File: config.mk
export PLATFORM = sky130hd
export DESIGN_NAME = attr_ptr_ctrl
export DESIGN_NICKNAME = d
export VERILOG_FILES = /design/src/rtl/attr_ptr_ctrl.sv
export SDC_FILE = /design/constraint.sdc
export NUM_CORES = 1
export LEC_CHECK = 0
export ABC_AREA = 1
export BUFFER_PORTS_ARGS = -buffer_cell sky130_fd_sc_hd__buf_2
export CORE_MARGIN = 2
export CORE_UTILIZATION = 40
export CTS_CLUSTER_DIAMETER = 120
export DETAILED_ROUTE_END_ITERATION = 7
export PLACE_DENSITY = 0.75
export SLEW_MARGIN = 5
export SYNTH_ARGS = -nofsm -noshare
export SYNTH_HDL_FRONTEND = slang
export SYNTH_SLANG_ARGS = --single-unit
File: constraint.sdc
create_clock -name clk -period 1.3 [get_ports clk]
set_input_delay 0.325 -clock clk [delete_from_list [all_inputs] [get_ports clk]]
set_output_delay 0.325 -clock clk [all_outputs]
set_load 0.005 [all_outputs]
File: src/rtl/attr_ptr_ctrl.sv
module attr_ptr_ctrl #(
  parameter int AW       = 8,
  parameter int LW       = 9,
  parameter int VIS      = 240,
  parameter int PRE_LINE = 261,
  parameter int FETCH_LO = 257,
  parameter int FETCH_HI = 320,
  parameter int IW       = 6,
  parameter int SW       = 5
) (
  input  logic          clk,
  input  logic          rst_n,
  input  logic          addr_wr,
  input  logic          data_wr,
  input  logic [AW-1:0] wr_data,
  input  logic [LW-1:0] line,
  input  logic [LW-1:0] dot,
  input  logic          bg_en,
  input  logic          spr_en,
  input  logic          eval_start,
  input  logic          eval_step,
  input  logic          copy_done,
  input  logic [SW:0]   sec_addr,
  output logic [AW-1:0] ram_addr,
  output logic          ram_we,
  output logic [AW-1:0] ram_wdata,
  output logic [IW-1:0] spr_idx,
  output logic          sec_rd,
  output logic [SW-1:0] sec_idx
);
  localparam logic [AW-1:0] STEP4 = AW'(4);
  localparam logic [AW-1:0] LOMSK = ~AW'(3);

  logic [AW-1:0] ptr;
  logic [IW-1:0] idx;
  logic          drawing, fetch, adv;

  assign drawing = (bg_en | spr_en) &&
                   ((line < LW'(VIS)) || (line == LW'(PRE_LINE)));
  assign fetch   = drawing && (dot >= LW'(FETCH_LO)) && (dot <= LW'(FETCH_HI));
  assign adv     = eval_step && copy_done;

  assign ram_addr  = ptr;
  assign ram_wdata = wr_data;
  assign ram_we    = data_wr && !addr_wr && !drawing;
  assign spr_idx   = idx;
  assign sec_rd    = adv;
  assign sec_idx   = sec_addr[SW-1:0];

  always_ff @(posedge clk or negedge rst_n) begin
    if (!rst_n)          ptr <= '0;
    else if (fetch)      ptr <= '0;
    else if (addr_wr)    ptr <= wr_data;
    else if (data_wr)    ptr <= drawing ? ((ptr + STEP4) & LOMSK) : ptr + 1'b1;
  end

  always_ff @(posedge clk or negedge rst_n) begin
    if (!rst_n)          idx <= '0;
    else if (eval_start) idx <= ptr[AW-1:2];
    else if (adv)        idx <= idx + 1'b1;
  end

  p_norm_inc_r2: assert property (@(posedge clk) disable iff (!rst_n)
    (data_wr && !addr_wr && !drawing) |=> ptr == $past(ptr) + 1'b1);
  p_no_store_r3: assert property (@(posedge clk) disable iff (!rst_n)
    (data_wr && drawing) |-> !ram_we);
  p_glitch_r4: assert property (@(posedge clk) disable iff (!rst_n)
    (data_wr && !addr_wr && drawing && !fetch) |=> (ptr[1:0] == 2'b00 &&
      ptr[AW-1:2] == $past(ptr[AW-1:2]) + 1'b1));
  p_fetch_zero_r6: assert property (@(posedge clk) disable iff (!rst_n)
    fetch |=> ptr == '0);
  p_load_r7: assert property (@(posedge clk) disable iff (!rst_n)
    (addr_wr && !fetch) |=> ptr == $past(wr_data));
  p_idx_adv_r9: assert property (@(posedge clk) disable iff (!rst_n)
    (adv && !eval_start) |=> idx == $past(idx) + 1'b1);
  p_idx_hold_r10: assert property (@(posedge clk) disable iff (!rst_n)
    (!eval_step && !eval_start) |=> $stable(idx));
endmodule

==> results of run 1 <==
layout make-up:
class,count,area [sq um]
clock buffer,4,36.3
fill,296,1250
inverter,16,60.1
multi-input combinational,146,797
sequential,14,354
tap,44,55.1
timing repair buffer,75,475
routing by layer:
layer / wire, um / track usage / vias to the layer above / share of wire
met5: 0 / 0 / - / 0
met3: 202 / 0.0426 / 4 / 0.063
met4: 36 / 0.0381 / 0 / 0.011
li1: - / - / 727 / -
met2: 1590 / 0.311 / 44 / 0.50
met1: 1370 / 0.226 / 626 / 0.43
final timing paths:
| path | depth (start not counted) | to | slack (ns) | from |
|---|---|---|---|---|
| worst max-delay path | 8 | ram_we | -0.05 | line[6] |
| worst min-delay path | 3 | spr_idx[5]$_DFFE_PN0P_ | 0.37 | eval_start |
| worst max register to register | 8 | ram_addr[4]$_DFFE_PN0P_ | 0.02 | ram_addr[1]$_DFFE_PN0P_ |
| worst min register to register | 2 | spr_idx[5]$_DFFE_PN0P_ | 0.56 | spr_idx[5]$_DFFE_PN0P_ |
| max in group asynchronous | 2 | ram_addr[3]$_DFFE_PN0P_ | 0.57 | rst_n |
| min in group asynchronous | 2 | spr_idx[5]$_DFFE_PN0P_ | 0.47 | rst_n |
critical path, stage by stage:
cell and delay, ns:
buf_6 0.10, nor2_4 0.09, nand2_2 0.08, nor2_4 0.13, nor2_4 0.06, nor2_8 0.08, nor2_1 0.04, buf_2 0.12
registers in the layout, indices dropped and copies added (netlist names):
signal / flops
ram_addr: 8
spr_idx: 6
cells in the final DEF (no fill, tap or decap), types with 2 or more instances in the layout:
cell type  count
o211ai_1       3
buf_6         10
ha_2           2
dfrtp_1       11
buf_4         13
nand3_1       21
clkbuf_4       3
nand3_2        2
nand2_1       63
xor2_1         7
nand2_2        2
inv_2          2
nor2_1        23
dfrtp_2        3
inv_1         14
nand4_1        2
nor2_4         5
o21ai_0        3
buf_2         51
xnor2_1        2
o221ai_1       2
logic make-up after synthesis:
logic type      after synthesis
compound gates               10
xor+xnor                     10
flops                        14
fa+ha+maj                     3
simple gates                123
buf+inv                      33
power groups by stage:
stage / Clock, mW / Combinational [mW] / Sequential (mW)
2_1_floorplan: 0 / 0.390 / 0.601
3_3_place_gp: 0 / 0.613 / 0.600
3_5_place_dp: 0 / 0.625 / 0.602
4_1_cts: 0.327 / 0.650 / 0.599
5_1_grt: 0.346 / 0.803 / 0.619
6_report: 0.315 / 0.712 / 0.605
stage by stage:
step	power, mW	TNS [ns]	util	cell area [sq um]
floorplan	0.991	0	-	1270
global placement	1.21	-0.944	0.527	1600
detailed placement	1.23	-1.04	0.527	1600
CTS	1.58	-0.0493	0.554	1680
global route	1.77	-0.383	0.587	1780
finish	1.63	-0.0549	0.587	1780
timing repair:
| action | 4_1_cts | 5_1_grt |
|---|---|---|
| buffers inserted | 1 | 2 |
| setup endpoints to repair | 6 | 13 |
| gates resized for setup | 7 | 21 |
| hold buffers | 1 | 0 |
| hold endpoints to repair | 14 | 0 |
| pin swaps | 2 | 16 |
==> key figures, run 1 <==
Final layout
  – Antenna cells: 0
  – Final non-filler cell total: 299
  – Share of cells above drive strength 1: 0.388
  – P&R area growth vs syn: 39.9%
  – Nets: 300

Place
  – Post-Place Cells: 291
  – PortBufs: 58
  – Place WS: -0.130 ns
  – RD Place Congestion: 0.767
  – Estimated wirelength of the detail-placed design: 2320 um

Power
  – Reg power frac: 0.371
  – LEAKAGE: 0.944 nW
  – PwrDens: 919 nW/um^2
  – Max VDD drop: 0.651 mV
  – Internal power: 1.05 mW
  – Clock share of power: 0.193
  – Switching Power: 0.587 mW
  – Sw frac: 0.360
  – Combinational share of power: 0.436

Logic synthesis
  – Unique masters post-synth: 24
  – Post-Synthesis Cell Area: 1270 sq um
  – Synth Area in Compound Gates: 0.0512
  – Synth Instances: 193
  – Asr flop ratio synth: 1.00
  – Mapped Avg Cell Area: 6.59 sq um
  – Simple-gate portion of the synthesized area: 0.434
  – Yosys reg bits: 14
  – Adder-Cell Fraction of Synth Area: 0.0295
  – Top-count cell post-synth: nand2_1
  – Xor-xnor portion of the synthesized cell area: 0.0689
  – Mux contribution to synthesized area: 0
  – Post-synthesis sequential area ratio: 0.276
  – Top FF cell, synth: dfrtp_1
  – EDFF count, synth: 0
  – Top cell type's share of synthesized area: 0.276
  – Largest family of logic cells by synthesized area: simple AND/OR/NAND/NOR gates
  – Post-synth top area cell: dfrtp_1
  – Synth Net Count: 237
  – Synth top area cells: dfrtp_1 (28%), nand2_1 (19%), nand3_1 (9.1%)
  – Post-synth top cells: nand2_1 (64), nor2_1 (25), nand3_1 (23)
  – Yosys Warn Count: 0

Die
  – I/O pin count: 70
  – Chip width: 60.4 um
  – Die footprint: 3650 sq um
  – Core area: 3030 sq um
  – Initial core utilization: 0.420
  – Die height: 60.4 um
  – FP Rows: 20

Worst setup path
  – Max FO, Critical Path: 2
  – CP endpoint kind: output port
  – Required time of the critical path: 0.98 ns
  – Worst setup path class: in -> out
  – Startpoint types: primary input
  – Critical path arrival: 1.03 ns

Route
  – DR WL/cell: 10.7 um
  – Via count: 1401
  – Pre-antenna DRT Iters: 4
  – Avg Vias per Cell: 4.69
  – WL final: 3190 um
  – DR DRC count: 0
  – 1st-iter DRT viols: 34
  – Post-DRT Antenna Nets: 0

Clocking
  – H-tree Lvls: 1
  – Clock sink count: 14
  – Clock latency on the worst-skew pair: 0.28 ns
  – TritonCTS buffer count: 3
  – Clock Tree Buf Depth: 2
  – Reg clk slew, reported paths: 0.09 ns
  – TritonCTS clock tree: yes
  – Root buf cell: clkbuf_4

STA
  – Clk_skew: 0.00117 ns
  – Max frequency: 0.738 GHz
  – RSZ-0062 raised after global routing: true
  – PnR worst setup slack: -0.0549 ns
  – Hold Vio Cnt, Final: 0
  – Max Slew Vio Count: 0
  – Slew @ Worst Pin: 0.372 ns
  – Crit path time final: 1.35 ns
  – # setup viols final: 1
  – Tcrit/Tclk final: 1.04
  – Relative slew margins: 0.751
  – Worst hold slack: 0.370 ns

Global routing
  – Grt ovf: 0
  – Initial antenna violation count: 0
  – Largest net degree at the start of global routing: 15
  – Vias in the first global route: 1209
  – First-pass GRT wire length: 5000 um
  – Global Route Usage Sum: 0.179

Min path
  – Hold/Removal Path Class: in -> reg

Job
  – Max-cap violations: 0

Run status
  – Status: complete, but fails checks
  – Failing checks: negative setup slack
Power figures use the tool's default switching activity.
==> run 2: changes to the inputs <==
--- a/config.mk
+++ b/config.mk
@@ -9,9 +9,8 @@
 export BUFFER_PORTS_ARGS = -buffer_cell sky130_fd_sc_hd__buf_2
 export CORE_MARGIN = 2
 export CORE_UTILIZATION = 40
-export CTS_CLUSTER_DIAMETER = 120
 export DETAILED_ROUTE_END_ITERATION = 7
-export PLACE_DENSITY = 0.75
+export PLACE_DENSITY = 0.76
 export SLEW_MARGIN = 5
 export SYNTH_ARGS = -nofsm -noshare
 export SYNTH_HDL_FRONTEND = slang
==> run 2 against run 1 <==
  * The flow still finishes with violations (negative setup slack)
  * Global-route usage grew 1.0 points
  * Critical path depth did not move
  * Cell area grew 6.4%
  * Combinational power is 11% higher
  * Utilization up 3.8 points
  * Fmax grew 1.3%
  * Largest power group unchanged
==> key figures, run 2 (synthesis results as in run 1) <==
Clocking
  – TritonCTS clock tree: yes
  – Reg clk slew, reported paths: 0.09 ns (about the same)
  – Clock Tree Buf Depth: 2 (unchanged)
  – H-tree Lvls: 1 (unchanged)
  – Clock sink count: 14 (unchanged)
  – Clock latency on the worst-skew pair: 0.28 ns (about the same)
  – TritonCTS buffer count: 3 (unchanged)
  – Root buf cell: clkbuf_4

Job
  – Max-cap violations: 0 (unchanged)

Route
  – DR DRC count: 0 (unchanged)
  – Via count: 1488 (+6.2%)
  – Post-DRT Antenna Nets: 0 (unchanged)
  – WL final: 3460 um (+8.3%)
  – Pre-antenna DRT Iters: 4 (unchanged)
  – Avg Vias per Cell: 4.91 (+4.8%)
  – DR WL/cell: 11.4 um (+6.9%)
  – 1st-iter DRT viols: 46 (+35%)

Power
  – Combinational share of power: 0.456 (+0.020)
  – Reg power frac: 0.361 (-0.010)
  – Sw frac: 0.371 (+0.0115)
  – Switching Power: 0.643 mW (+9.4%)
  – Clock share of power: 0.183 (-0.010)
  – PwrDens: 915 nW/um^2 (-0.35%)
  – Internal power: 1.09 mW (+4.1%)
  – Max VDD drop: 0.640 mV (-1.6%)
  – LEAKAGE: 0.979 nW (+3.7%)

STA
  – RSZ-0062 raised after global routing: true
  – Tcrit/Tclk final: 1.03 (-0.0130)
  – Setup TNS Final: -0.0485 ns (+0.00643 ns)
  – Slew @ Worst Pin: 0.412 ns (+0.0404 ns)
  – Hold Vio Cnt, Final: 0 (unchanged)
  – Worst hold slack: 0.356 ns (-0.0139 ns)
  – Max Slew Vio Count: 0 (unchanged)
  – Clk_skew: 0.00388 ns (+0.00271 ns)
  – Crit path time final: 1.34 ns (-0.0169 ns)
  – # setup viols final: 2 (+1)
  – Relative slew margins: 0.724 (-0.0270)
  – PnR worst setup slack: -0.0380 ns (+0.0169 ns)
  – Max frequency: 0.747 GHz (+1.3%)

Place
  – PortBufs: 58 (unchanged)
  – Estimated wirelength of the detail-placed design: 2450 um (+5.8%)
  – Post-Place Cells: 293 (+0.69%)
  – RD Place Congestion: 0.785 (+2.4%)

Final layout
  – Final non-filler cell total: 303 (+1.3%)
  – Most frequent cells in the layout: nand2_1 (58), buf_2 (52), nor2_1 (22)
  – Share of cells above drive strength 1: 0.448 (+0.0596)
  – P&R area growth vs syn: 48.8%
  – Nets: 304 (+1.3%)
  – Antenna cells: 0 (unchanged)
  – Commonest non-fill, non-tap cell in the layout: nand2_1
  – Max reg flops: 8 (unchanged)
  – Final core occ: 0.625 (+0.0376)

Worst setup path
  – Worst setup path class: in -> out
  – CP endpoint kind: output port
  – Required time of the critical path: 0.98 ns (about the same)
  – Crit path from: line[6]
  – Critical path arrival: 1.01 ns (-0.02 ns)
  – Worst Setup EP: ram_we
  – Worst reg2reg setup slack: 0.03 ns (about the same)
  – Startpoint types: primary input
  – Max FO, Critical Path: 2 (unchanged)
  – R2r endpoint: ram_addr[6]$_DFFE_PN0P_
  – Reg2reg start: ram_addr[2]$_DFFE_PN0P_
  – R2R depth: 9 (+1)

Global routing
  – Grt ovf: 0 (unchanged)
  – Global Route Usage Sum: 0.189 (+0.0101)
  – Vias in the first global route: 1322 (+9.3%)
  – Initial antenna violation count: 0 (unchanged)
  – Largest net degree at the start of global routing: 15 (unchanged)
  – First-pass GRT wire length: 5300 um (+5.9%)

Die
  – Die footprint: 3650 sq um (unchanged)
  – Core area: 3030 sq um (unchanged)
  – FP Rows: 20 (unchanged)
  – I/O pin count: 70 (unchanged)
  – Die height: 60.4 um (unchanged)
  – Chip width: 60.4 um (unchanged)
  – Initial core utilization: 0.420 (unchanged)

Run status
  – Status: complete, but fails checks
  – Failing checks: negative setup slack

Min path
  – Hold/Removal Path Class: in -> reg
==> run 2: changes by cell type in the layout (fill, tap and decap cells not counted), sizes merged <==
cell  delta
buf      +4
==> run 2: worst max-delay path, stage by stage <==
cell and delay [ns]:
buf_6 0.10, nor2_4 0.09, nand2_2 0.07, nor2_4 0.12, nor2_4 0.06, nor2_8 0.08, nor2_1 0.05, buf_2 0.12
==> run 2: power groups by stage <==
stage	combinational (mW)	clock [mW]	sequential (mW)
after CTS	0.661	0.321	0.601
after detailed placement	0.634	0	0.604
final	0.789	0.317	0.625
after global routing	0.878	0.351	0.636
after global placement	0.614	0	0.600
after floorplan	0.390	0	0.601
==> run 2: layer usage <==
| metal | share of wire | up-vias | global-route usage | routed length [um] |
|---|---|---|---|---|
| met5 | 0 | - | 0 | 0 |
| met4 | 0.0040 | 0 | 0.0317 | 14 |
| met3 | 0.051 | 2 | 0.0405 | 177 |
| met2 | 0.52 | 44 | 0.352 | 1810 |
| met1 | 0.42 | 713 | 0.224 | 1460 |
| li1 | - | 729 | - | - |
==> run 2: worst min path at each step <==
stage                     startpoint                      end  cells after the start  slack (ns)
after CTS                 eval_start   spr_idx[1]$_DFFE_PN0P_                      3        0.35
after global routing      eval_start   spr_idx[1]$_DFFE_PN0P_                      3        0.35
final                     eval_start   spr_idx[1]$_DFFE_PN0P_                      3        0.36
after global placement         rst_n  ram_addr[7]$_DFFE_PN0P_                      1        0.24
after floorplan                rst_n  ram_addr[0]$_DFFE_PN0P_                      0        0.03
after detailed placement       rst_n  ram_addr[5]$_DFFE_PN0P_                      1        0.24
==> run 2: per-stage QoR <==
step	total power, mW	cell area (sq um)	setup slack [ns]
4_1_cts	1.58	1690	-0.0731
5_1_grt	1.86	1890	-0.0876
6_report	1.73	1890	-0.0380
3_5_place_dp	1.24	1610	-0.118
3_3_place_gp	1.21	1610	-0.104
2_1_floorplan	0.991	1270	0.00592
==> run 2: timing repair <==
action | 4_1_cts | 5_1_grt
hold endpoints to repair | 14 | 0
gates resized for setup | 7 | 36
setup buffers | 1 | 5
endpoints found under the setup margin | 4 | 11
hold buffers | 1 | 0
pin swaps | 2 | 30
cloned | 0 | 0
==> run 2: cell type report <==
type | instances | area [sq um]
inverter | 16 | 60.1
multi-input combinational | 146 | 877
tap | 44 | 55.1
timing repair buffer | 79 | 507
sequential | 14 | 357
clock buffer | 4 | 36.3
fill | 269 | 1140
